### src/rtl/rx_filt_pkg.sv
package rx_filt_pkg;
  localparam int BYTE_W     = 8;
  localparam int ADDR_BYTES = 6;
  localparam int ADDR_W     = BYTE_W * ADDR_BYTES;
  localparam int CRC_W      = 32;
  localparam int HASH_W     = 6;
  localparam int CNT_W      = $clog2(ADDR_BYTES + 1);
  localparam logic [CRC_W-1:0] CRC_POLY = 32'hEDB8_8320;

  // one byte of reflected CRC, lsb first
  function automatic logic [CRC_W-1:0] crc_byte(input logic [CRC_W-1:0] c,
                                                input logic [BYTE_W-1:0] d);
    logic [CRC_W-1:0] r;
    r = c ^ {{(CRC_W-BYTE_W){1'b0}}, d};
    for (int i = 0; i < BYTE_W; i++)
      r = r[0] ? ((r >> 1) ^ CRC_POLY) : (r >> 1);
    return r;
  endfunction
endpackage

### src/rtl/rx_filt_crc.sv
module rx_filt_crc
  import rx_filt_pkg::*;
(
  input  logic [CRC_W-1:0]  seed,
  input  logic [BYTE_W-1:0] data,
  output logic [CRC_W-1:0]  nxt
);
  assign nxt = crc_byte(seed, data);
endmodule

### src/rtl/rx_filt_hash.sv
module rx_filt_hash
  import rx_filt_pkg::*;
#(
  parameter int IDX_W = HASH_W
) (
  input  logic [IDX_W-1:0]        crc_low,
  input  logic [2**(IDX_W-1)-1:0] tbl_hi,
  input  logic [2**(IDX_W-1)-1:0] tbl_lo,
  output logic                    hit
);
  logic [IDX_W-1:0]        idx;
  logic [2**(IDX_W-1)-1:0] word;

  // complement + bit reversal: reversed top bits are the inverted low bits
  for (genvar g = 0; g < IDX_W; g++) begin : g_rev
    assign idx[IDX_W-1-g] = ~crc_low[g];
  end

  assign word = idx[IDX_W-1] ? tbl_hi : tbl_lo;
  assign hit  = word[idx[IDX_W-2:0]];
endmodule

### src/rtl/rx_filt_ucmatch.sv
module rx_filt_ucmatch
  import rx_filt_pkg::*;
#(
  parameter int NUM_UC = 16
) (
  input  logic [NUM_UC*ADDR_W-1:0] tbl,
  input  logic [NUM_UC-1:0]        en,
  input  logic [ADDR_W-1:0]        addr,
  output logic                     hit
);
  logic [NUM_UC-1:0] hits;

  for (genvar k = 0; k < NUM_UC; k++) begin : g_ent
    assign hits[k] = en[k] && (tbl[k*ADDR_W +: ADDR_W] == addr);
  end

  assign hit = |hits;
endmodule

### src/rtl/rx_addr_filter.sv
module rx_addr_filter
  import rx_filt_pkg::*;
#(
  parameter int NUM_UC = 16
) (
  input  logic                     clk,
  input  logic                     rst,
  input  logic                     sof_i,
  input  logic                     byte_vld_i,
  input  logic [BYTE_W-1:0]        byte_i,
  input  logic                     cfg_rx_all_i,
  input  logic                     cfg_promisc_i,
  input  logic                     cfg_all_mcast_i,
  input  logic                     cfg_hash_en_i,
  input  logic                     cfg_bcast_dis_i,
  input  logic [31:0]              hash_hi_i,
  input  logic [31:0]              hash_lo_i,
  input  logic [NUM_UC*ADDR_W-1:0] uc_tbl_i,
  input  logic [NUM_UC-1:0]        uc_en_i,
  output logic                     done_o,
  output logic                     accept_o
);
  localparam logic [CNT_W-1:0] LAST_IDX = CNT_W'(ADDR_BYTES - 1);
  localparam int               HOLD_W   = ADDR_W - BYTE_W;

  logic              armed_q;
  logic [CNT_W-1:0]  cnt_q;
  logic [CRC_W-1:0]  crc_q;
  logic [HOLD_W-1:0] addr_q;

  logic [CRC_W-1:0]  crc_seed, crc_nxt;
  logic [ADDR_W-1:0] full_addr;
  logic              last_byte, take, hash_hit, uc_hit, is_mc, is_bc, decide;

  assign crc_seed  = sof_i ? {CRC_W{1'b1}} : crc_q;
  assign take      = byte_vld_i && (sof_i || armed_q);
  assign last_byte = byte_vld_i && !sof_i && armed_q && (cnt_q == LAST_IDX);
  assign full_addr = {byte_i, addr_q};
  assign is_mc     = addr_q[0];
  assign is_bc     = &full_addr;

  rx_filt_crc i_crc (
    .seed (crc_seed),
    .data (byte_i),
    .nxt  (crc_nxt)
  );

  rx_filt_hash #(.IDX_W(HASH_W)) i_hash (
    .crc_low (crc_nxt[HASH_W-1:0]),
    .tbl_hi  (hash_hi_i),
    .tbl_lo  (hash_lo_i),
    .hit     (hash_hit)
  );

  rx_filt_ucmatch #(.NUM_UC(NUM_UC)) i_uc (
    .tbl  (uc_tbl_i),
    .en   (uc_en_i),
    .addr (full_addr),
    .hit  (uc_hit)
  );

  always_comb begin
    if (cfg_rx_all_i || cfg_promisc_i) decide = 1'b1;
    else if (is_bc)                    decide = !cfg_bcast_dis_i;
    else if (is_mc)                    decide = cfg_all_mcast_i || (cfg_hash_en_i && hash_hit);
    else                               decide = uc_hit;
  end

  always_ff @(posedge clk) begin
    if (rst) begin
      armed_q  <= 1'b0;
      cnt_q    <= '0;
      crc_q    <= '1;
      addr_q   <= '0;
      done_o   <= 1'b0;
      accept_o <= 1'b0;
    end else begin
      done_o <= last_byte;
      if (last_byte) accept_o <= decide;
      if (sof_i) begin
        armed_q <= 1'b1;
        cnt_q   <= byte_vld_i ? CNT_W'(1) : '0;
        crc_q   <= byte_vld_i ? crc_nxt : {CRC_W{1'b1}};
        if (byte_vld_i) addr_q[BYTE_W-1:0] <= byte_i;
      end else if (take) begin
        if (last_byte) begin
          armed_q <= 1'b0;
          cnt_q   <= '0;
        end else begin
          cnt_q <= cnt_q + CNT_W'(1);
          crc_q <= crc_nxt;
          for (int j = 0; j < ADDR_BYTES - 1; j++)
            if (cnt_q == CNT_W'(j)) addr_q[j*BYTE_W +: BYTE_W] <= byte_i;
        end
      end
    end
  end
endmodule

### config.mk
export PLATFORM = sky130hd
export DESIGN_NAME = rx_addr_filter
export DESIGN_NICKNAME = d
export VERILOG_FILES = /design/src/rtl/rx_filt_pkg.sv /design/src/rtl/rx_filt_crc.sv /design/src/rtl/rx_filt_hash.sv /design/src/rtl/rx_filt_ucmatch.sv /design/src/rtl/rx_addr_filter.sv
export SDC_FILE = /design/constraint.sdc
export NUM_CORES = 1
export LEC_CHECK = 0
export ABC_AREA = 1
export BUFFER_PORTS_ARGS = -buffer_cell sky130_fd_sc_hd__buf_2
export CAP_MARGIN = 10
export CELL_PAD_IN_SITES_DETAIL_PLACEMENT = 1
export CELL_PAD_IN_SITES_GLOBAL_PLACEMENT = 1
export CORE_AREA = 2 2 338 340
export CTS_CLUSTER_DIAMETER = 60
export DETAILED_ROUTE_END_ITERATION = 16
export DIE_AREA = 0 0 340 342
export GPL_TIMING_DRIVEN = 0
export PLACE_DENSITY = 0.54
export SLEW_MARGIN = 25
export SYNTH_ARGS = -nofsm -noshare
export SYNTH_HDL_FRONTEND = slang
export SYNTH_HIERARCHICAL = 1
export SYNTH_SLANG_ARGS = --single-unit
### constraint.sdc
create_clock -name clk -period 3.2 [get_ports clk]
set_input_delay 0.64 -clock clk [delete_from_list [all_inputs] [get_ports clk]]
set_output_delay 0.64 -clock clk [all_outputs]
set_load 0.03 [all_outputs]
* Yosys cells after proc, flatten, opt, wreduce, memory -nomap -nowiden
Index checks and enable logic that the tools add are counted.
Cells by class: bitwise logic cells 16, mux-type cells 31, magnitude comparators 1, eq/ne operators 23, reductions and logical operators 39, $add $sub $neg 1
Operators by type and width (count):
- $eq 48x48->1 | 16
- $mux 32 | 14
- $not 13->14 | 8
- $reduce_and 48->1 | 1
- $mux 8 | 5
- $xor 32x8->32 | 1
- $logic_and 1x1->1 | 21
- $reduce_and 4->1 | 5
- $reduce_or 16->1 | 1
- $mux 3 | 3
- $mux 1 | 8
- $not 1->1 | 7
- $eq 3x2->1 const B | 2
- $eq 3x3->1 const B | 2
- $lt 5x6->1 const B | 1
- $reduce_bool 2->1 | 3
- $bmux 1 s5 | 1
- $reduce_and 2->1 | 2
- $add 3x1->3 const B | 1
- $eq 3x1->1 const B | 1
- $logic_not 3->1 | 1
- $logic_or 1x1->1 | 3
- $logic_not 1->1 | 2
- $ne 2x1->1 const B | 1
- $ne 2x2->1 const B | 1
Word-level totals: bits of input ports 865, flip-flop bits (word level) 78, logic and storage cells 121, output and inout bits 2

* Depth between registers and ports, before layout
Gate-level depths: netlist of run 1.
depth in word-level cells 26, gate-level depth with buffers 26, mapped depth without buffers 22

* Hierarchy
Netlist of run 1, hierarchy kept.
By module, submodules not included:
- rx_filt_ucmatch | cells an instance 2836, times used 1, area each 12375.6 µm², seq. area each 0.0 µm²
- rx_addr_filter | cells an instance 472, times used 1, area each 3452.1 µm², seq. area each 1561.5 µm²
- rx_filt_crc | cells an instance 214, times used 1, area each 1184.9 µm², seq. area each 0.0 µm²
- rx_filt_hash | cells an instance 152, times used 1, area each 696.9 µm², seq. area each 0.0 µm²

* Worst setup path before layout of run 1
No wires, ideal clock.
path kind in2reg, start input sof_i, end register accept_o, arrival 3.128 ns, setup time 0.109 ns, buffers on the path 4, slack -0.036 ns, stages on the path 25, required time 3.091 ns, cells stage by stage buf_4 > clkbuf_1 > or2_2 > inv_1 > nand2_1 > nand2_2 > xor2_1 > xor2_1 > nand2_1 > nand2_1 > buf_4 > buf_2 > nand3_1 > nand3_1 > nand2_1 > nand2_1 > nand3_1 > nand3_1 > nand2_1 > a21oi_1 > o21ai_0 > nand2_1 > nand3_1 > nand2_1 > inv_1
On the way: elaborated cells between the ends (all ways) 35, classes of those cells 15 x mux; 14 x bitwise; 6 x reduce/logical
RTL lines:
- from (decl) | line rx_addr_filter.sv:8 | input logic sof_i,
- $mux 32 * | line rx_addr_filter.sv:35 | assign crc_seed = sof_i ? {CRC_W{1'b1}} : crc_q;
- via crc_seed[3] | line rx_addr_filter.sv:31 | logic [CRC_W-1:0] crc_seed, crc_nxt;
- $xor 32x8->32 * | line rx_filt_pkg.sv:14 | r = c ^ {{(CRC_W-BYTE_W){1'b0}}, d};
- $mux 32 * (4 in a row) | line rx_filt_pkg.sv:16 | r = r[0] ? ((r >> 1) ^ CRC_POLY) : (r >> 1);
- $not 13->14 (no source line)
- $mux 32 * (3 in a row) | line rx_filt_pkg.sv:16
- $not 13->14 (no source line)
- $mux 32 * | line rx_filt_pkg.sv:16
- via crc_nxt[5] | line rx_addr_filter.sv:31
- [... 1 more ...]
- $bmux 1 s5 * | line rx_filt_hash.sv:20 | assign hit = word[idx[IDX_W-2:0]];
- $mux 1 (implied by the code) * | line rx_filt_hash.sv:20
- via hash_hit | line rx_addr_filter.sv:33 | logic last_byte, take, hash_hit, uc_hit, is_mc, is_bc, decide;
- $logic_and 1x1->1 * | line rx_addr_filter.sv:65 | else if (is_mc) decide = cfg_all_mcast_i || (cfg_hash_en_i && hash_hit);
- $logic_or 1x1->1 * | line rx_addr_filter.sv:65
- $mux 1 * | line rx_addr_filter.sv:65
- $mux 1 * | line rx_addr_filter.sv:64 | else if (is_bc) decide = !cfg_bcast_dis_i;
- $mux 1 * | line rx_addr_filter.sv:63 | if (cfg_rx_all_i || cfg_promisc_i) decide = 1'b1;
- to (signal assigned) | line rx_addr_filter.sv:79 | if (last_byte) accept_o <= decide;
- to (decl) | line rx_addr_filter.sv:21 | output logic accept_o
The timed path passes the listed nets; every way through them passes the cells marked *. The select of a mux whose other input is x is not followed. A chain may end at the register's enable or synchronous reset.

* Worst setup path in the final report of run 1
start register addr_q[6], end register accept_o
On the way: cells in the longest elaborated chain, start to end 6, elaborated cells between the ends (all ways) 37, classes of those cells 16 x eq/ne; 3 x mux; 18 x reduce/logical
Ends and longest elaborated chain:
- from (decl) | line rx_addr_filter.sv:29 | logic [HOLD_W-1:0] addr_q;
- from (signal, indexed assignment) | line rx_addr_filter.sv:84 | if (byte_vld_i) addr_q[BYTE_W-1:0] <= byte_i;
- from (signal, indexed assignment) | line rx_addr_filter.sv:93 | if (cnt_q == CNT_W'(j)) addr_q[j*BYTE_W +: BYTE_W] <= byte_i;
- $eq 48x48->1 | line rx_filt_ucmatch.sv:14 | assign hits[k] = en[k] && (tbl[k*ADDR_W +: ADDR_W] == addr);
- $logic_and 1x1->1 | line rx_filt_ucmatch.sv:14
- $reduce_or 16->1 * | line rx_filt_ucmatch.sv:17 | assign hit = |hits;
- via uc_hit | line rx_addr_filter.sv:33
- $mux 1 * | line rx_addr_filter.sv:65
- $mux 1 * | line rx_addr_filter.sv:64
- $mux 1 * | line rx_addr_filter.sv:63
The timed path passes the listed nets; every way through them passes the cells marked *.

==> flow_summary_export.csv, run 1 <==
group,metric,value,unit
worst_setup_path,crit_arrival,3.46,ns
cells_and_area,post-route-util,22.4,%
worst_setup_path,crit_path_end_kind,"flip-flop",
synth,syn_nets,4544,
die,row_count,124,
worst_setup_path,cp-start-kind,"flip-flop",
clock_tree,cts-hold-fix-buffers,0,
sta,setup_viol,0,
routing,drtAntennaViolNets,0,
sta,max_freq,317,MHz
synth,avgSynthCellArea,4.82,µm²
synth,yosysUniqueCellTypes,42,
routing,drcViolationCount,0,
synth,ys_async_sr_fraction,0,%
sta,finalHoldViolations,0,
sta,slew_headroom,43.2,%
die,io_pins,867,
routing,routed_wl,194000,µm
synth,synth_largest_area_cell,"nand2_1",
worst_setup_path,crit_path_max_incr_delay,0.42,ns
clock_tree,h-tree-depth,3,
place,dp_hpwl,160000,µm
min_path,whs_endpoint,"crc_q[31]",
synth,syn_area,17700,µm²
min_path,hold_path_class,"flip-flop to flip-flop",
synth,seq_area_frac_synth,8.82,%
clock_tree,cts_root_buf,"clkbuf_16",
place,io_buffers,865,
worst_setup_path,cp.required,3.50,ns
sta,rsz0062_at_grt,"true",
synth,synth_area_leaders,"nand2_1 (35%), nor2_1 (11%), inv_1 (8.9%), dfxtp_1 (8.8%), o21ai_0 (8.0%)",
die,initial_core_util,15.7,%
routing,wl_per_cell,31.5,µm
synth,synth_edf_count,0,
synth,yosysWarnings,6,
min_path,hp-start,"crc_q[31]",
routing,first_pass_iters,5,
sta,drv_slew,0,
die,die_x,340,µm
place,dp.cells,6051,
cells_and_area,syn2layout_area_growth,43.2,%
worst_setup_path,worstPathMaxFanout,10,
worst_setup_path,ff2ff_path_depth,22,
worst_setup_path,r2r_start,"addr_q[6]",
clock_tree,clk_latency,0.36,ns
cells_and_area,layout_commonest_cell,"nand2_1",
sta,fin_skew,0.0158,ns
sta,whs,0.453,ns
place,gp_congestion,1.02,
power_and_ir_drop,power.leakage,14.0,nW
global_routing,grt_antenna_before_repair,123,
worst_setup_path,cp_cell_sequence,"buf_6 > inv_1 > buf_4 > nand2_1 > nand2_1 > nor2_2 > nand2_1 > nor2_1 > nand2_1 > nor2_1 > nand2_1 > nand2_1 > inv_1 > nand2_1 > nor2_1 > nand2_1 > nand2_1 > o21ai_2 > nand2_1 > nand3_2 > nand2_1 > inv_1",
synth,synthFlopType,"dfxtp_1",
die,die_y,342,µm
synth,synth_top_area_share,34.6,%
worst_setup_path,cp-startpoint,"addr_q[6]",
routing,num_vias,28600,
routing,drt_iter0_markers,2335,
cells_and_area,final_cell_mix,"nand2_1 (1615), buf_2 (894), nor2_1 (503)",
global_routing,grt_first_pass_wirelength,250000,µm
clock_tree,clockBufferDepth,2,
global_routing,grt_max_degree,17,
global_routing,overflow,0,
power_and_ir_drop,p_per_area,231,nW/µm²
run_status,status,"completed",
sta,finalCritPeriodShare,98.7,%
sta,fin_crit,3.16,ns
power_and_ir_drop,ir_drop,0.000200,V
worst_setup_path,criticalPathCategory,"flip-flop to flip-flop",
synth,ys_seq_elements,78,
routing,post_drt_via_cell_ratio,4.64,
synth,syn_inst,3674,
min_path,holdPathStages,2,
sta,worst_pin_slew,0.843,ns
worst_setup_path,r2r_slack,0.04,ns
cells_and_area,final_cells,6162,
sta,finalSetupTns,0,ns
power_and_ir_drop,p_total,0.00585,W
worst_setup_path,timing.rr.end,"accept_o",
cells_and_area,drive_gt1_share,26.9,%
clock_tree,cts_tree,"built",
global_routing,grt_usage,32.1,%
worst_setup_path,crit_top_cell,"nand2_1",
clock_tree,path_clk_slew,0.07,ns
clock_tree,cts_buffers,9,
clock_tree,cts_sinks,78,
flow_run,drv_cap,0,
die,die_area,116000,µm²
cells_and_area,fin_nets,5461,
worst_setup_path,critical_path.slowest_cell,"dfxtp_1",
global_routing,grt_pass1_vias,28100,
die,core_area,113000,µm²
critical path: cells and delay by family, from the launching register on:
family | cells | cell delay (ns)
simple gates | 16 | 1.73
flops | 1 | 0.42
compound gates | 1 | 0.06
buf+inv | 5 | 0.85
worst max-delay path by stage:
stage | slack (ns) | to | cells past startpoint
2_1_floorplan | 0.0008 | accept_o | 24
6_report | 0.04 | accept_o | 22
4_1_cts | 0.005 | accept_o | 22
5_1_grt | -0.02 | accept_o | 25
3_5_place_dp | -1.27 | accept_o | 24
3_3_place_gp | -1.25 | accept_o | 24
flip-flops by register name, summed over array words and instances (netlist names):
register / count
cnt_q: 3
addr_q: 40
accept_o: 1
crc_q: 32
done_o: 1
armed_q: 1
report_power, final:
| part | total, W | leakage, nW | internal, W | switching (W) |
|---|---|---|---|---|
| logic | 0.00371 | 13.2 | 0.00141 | 0.00230 |
| clock network | 0.00106 | 0.140 | 0.000545 | 0.000510 |
| registers | 0.00109 | 0.642 | 0.00104 | 0.0000495 |
final cells by class:
type	count	area, µm²
multi-input cells	2987	13800
diodes	54	135
well taps	1512	1890
plain buffers	154	1220
flip-flops and latches	78	1570
clock inverters	7	62.6
clock buffers	9	225
repair buffers	906	4680
fillers	15200	87800
inverters	455	1770
timing repair:
action,CTS,global route
buffers inserted,29,12
endpoints found under the setup margin,1,1
pin swaps,28,24
gates resized for setup,116,82
layer usage:
layer,global-route usage (%),wire length [µm]
met5,0,537
met4,21.8,15900
met1,35.4,72000
met3,10.7,19100
met2,52.4,86800
cell usage after synthesis (2+ instances only):
master / n
inv_2: 29
dfxtp_1: 78
nand2_4: 5
buf_2: 74
o211a_1: 2
o21ai_1: 38
clkinv_1: 3
a21oi_1: 29
nor2_2: 4
inv_4: 3
buf_4: 47
nor2_1: 514
nor2_8: 2
buf_6: 13
o21ai_0: 282
nand2_1: 1632
clkbuf_1: 15
ha_1: 5
or2_2: 32
nand4_2: 2
nor2_4: 2
nand2_2: 12
inv_1: 419
nand3_1: 138
nand4_1: 2
clkbuf_2: 4
xor2_1: 84
xnor2_1: 157
o22ai_1: 34
cells by family (layout without fill, tap and decap cells):
family          count (synthesis)  after routing  share of synthesized area [%]
other cells                     0             54                              0
buf+inv                       609           1531                           15.1
fa+ha+maj                       5              5                          0.353
flops                          78             78                           8.82
xor+xnor                      243            243                           12.1
simple gates                 2350           2350                           52.2
compound gates                389            389                           11.4
stage by stage:
step	setup WS, ns	area [µm²]
detailed placement	-1.27	23900
global placement	-1.25	23900
finish	0.0421	25400
floorplan	0.000752	17700
CTS	0.00476	24900
global route	-0.0229	25300
No activity file was read; power rests on OpenSTA's default activity.
==> run 2: changes to the inputs <==
- PLACE_DENSITY: 0.54 -> unset
- PLACE_DENSITY_LB_ADDON: unset -> 0.08
- SLEW_MARGIN: 25 -> unset
- clock period: 3.2 -> 2.7 ns (I/O delays scaled with it)
==> run 2 against run 1 <==
Effect of this change:
- the flow now finishes with violations (negative setup slack)
- critical path depth shrank 3
- sequential cell count stayed put
- fmax increased by 4.0%
- first-iteration DRC count fell by 5.7%
- via count down 1.5%
- sequential power increased by 18%
- final cell count is 0.29% lower
- critical endpoint unchanged
- highest routed layer unchanged
==> flow_summary_export.csv, run 2 (synthesis results as in run 1) <==
group,metric,value,unit
run_status,status,"finished, violations left",
run_status,violations,"negative setup slack",
routing,wl_per_cell,31.8,µm
place,gp_congestion,0.939,
power_and_ir_drop,p_clk_share,17.4,%
die,row_count,124,
worst_setup_path,crit_top_cell,"nand2_1",
global_routing,overflow,0,
sta,fin_crit,3.04,ns
die,die_x,340,µm
worst_setup_path,crit_arrival,3.35,ns
worst_setup_path,worstPathMaxFanout,10,
sta,setup_viol,1,
sta,drv_slew,0,
sta,whs,0.413,ns
power_and_ir_drop,p_per_area,277,nW/µm²
cells_and_area,final_area,25400,µm²
power_and_ir_drop,pwr-share-seq,18.3,%
clock_tree,clk_latency,0.36,ns
routing,drtAntennaViolNets,0,
power_and_ir_drop,p_int,0.00361,W
cells_and_area,post-route-util,22.5,%
worst_setup_path,cp.required,3.01,ns
cells_and_area,reg_top3,"addr_q (40), crc_q (32), cnt_q (3)",
sta,worst_pin_slew,0.783,ns
cells_and_area,largest_reg_flops,40,
die,io_pins,867,
cells_and_area,layout_commonest_cell,"nand2_1",
power_and_ir_drop,comb_power_share,64.3,%
cells_and_area,largest_register,"addr_q",
sta,max_freq,329,MHz
global_routing,grt_pass1_vias,27800,
sta,finalHoldViolations,0,
clock_tree,path_clk_slew,0.07,ns
routing,drcViolationCount,0,
place,io_buffers,865,
cells_and_area,nFillCells,15100,
clock_tree,cts_buffers,9,
routing,drt_iter0_markers,2203,
power_and_ir_drop,p_sw_share,48.9,%
place,placed_cell_area,24000,µm²
die,die_y,342,µm
routing,num_vias,28200,
sta,slew_headroom,47.6,%
worst_setup_path,worst-path-buf-inv,4,
worst_setup_path,r2r_slack,-0.34,ns
sta,setup_ws,-0.335,ns
sta,finalSetupTns,-0.335,ns
sta,rsz0062_at_grt,"true",
cells_and_area,fin_nets,5447,
clock_tree,cts_tree,"built",
sta,fin_skew,0.0106,ns
routing,first_pass_iters,6,
place,dp_hpwl,160000,µm
worst_setup_path,cp_cell_sequence,"buf_4 > buf_4 > xnor2_1 > nand2_1 > nor2_1 > nand3_1 > nor2_1 > nand2_1 > nand2_1 > inv_1 > nand2_1 > nor2_1 > nand2_1 > nand2_1 > o21ai_2 > nand2_1 > nand3_1 > nand2_1 > inv_1",
global_routing,grt_usage,32.4,%
die,die_area,116000,µm²
clock_tree,cts_root_buf,"clkbuf_16",
min_path,hold_path_class,"input pin to flip-flop",
worst_setup_path,crit_path_end_kind,"flip-flop",
power_and_ir_drop,power.leakage,14.0,nW
global_routing,grt_antenna_before_repair,145,
worst_setup_path,path_delay_family,"simple AND/OR/NAND/NOR gates",
worst_setup_path,criticalPathCategory,"flip-flop to flip-flop",
clock_tree,cts-hold-fix-buffers,0,
cells_and_area,final_cell_mix,"nand2_1 (1613), buf_2 (888), nor2_1 (504)",
global_routing,grt_max_degree,15,
cells_and_area,syn2layout_area_growth,43.7,%
power_and_ir_drop,p_sw,0.00345,W
global_routing,grt_first_pass_wirelength,252000,µm
worst_setup_path,critical_path.slowest_cell,"dfxtp_1",
sta,finalCritPeriodShare,112,%
worst_setup_path,crit_path_max_incr_delay,0.37,ns
routing,post_drt_via_cell_ratio,4.58,
routing,routed_wl,196000,µm
die,initial_core_util,15.7,%
clock_tree,clockBufferDepth,2,
cells_and_area,drive_gt1_share,26.9,%
clock_tree,h-tree-depth,3,
worst_setup_path,cp-start-kind,"flip-flop",
clock_tree,cts_sinks,78,
power_and_ir_drop,ir_drop,0.000330,V
flow_run,drv_cap,0,
die,core_area,113000,µm²
==> run 2: metal layers <==
| metal | part of all wire [%] | GRT usage, % |
|---|---|---|
| met1 | 39 | 37.2 |
| met2 | 48 | 56.6 |
| met3 | 8.5 | 9.46 |
| met4 | 4.8 | 12.3 |
| met5 | 0.33 | 0 |
==> run 2: layout make-up <==
type / count / area, µm² / share of cell area, %
timing repair buffer: 892 / 4640 / 18.3
buffer: 154 / 1290 / 5.07
tap: 1512 / 1890 / 7.43
clock buffer: 10 / 239 / 0.939
antenna: 50 / 125 / 0.492
clock inverter: 6 / 37.5 / 0.148
multi-input combinational: 2987 / 13900 / 54.5
inverter: 455 / 1770 / 6.96
sequential: 78 / 1570 / 6.18
==> run 2: power by group through the flow <==
stage	registers (W)	logic, W	clock network, W
after floorplan	0.00129	0.00210	0
after global placement	0.00132	0.00407	0
after detailed placement	0.00132	0.00409	0
after CTS	0.00129	0.00443	0.00126
after global routing	0.00130	0.00489	0.00129
final	0.00129	0.00453	0.00123
==> run 2: metrics by stage <==
stage / total power [W] / cells / setup slack [ns]
2_1_floorplan: 0.00339 / 3674 / -0.192
3_3_place_gp: 0.00539 / 6051 / -1.38
3_5_place_dp: 0.00540 / 6053 / -1.36
4_1_cts: 0.00698 / 6094 / -0.300
5_1_grt: 0.00749 / 6104 / -0.382
6_report: 0.00706 / 6144 / -0.335
==> run 2: final timing paths <==
path,startpoint,end,depth (start not counted)
max,addr_q[2],accept_o,19
min,rst,cnt_q[1],2
max reg2reg,addr_q[2],accept_o,19
min reg2reg,crc_q[0],crc_q[0],2
==> run 2: timing repair <==
action,4_1_cts,5_1_grt
buffers inserted,23,0
pin swaps,29,21
gates cloned,2,0
resized for setup,162,57
endpoints found under the setup margin,1,1
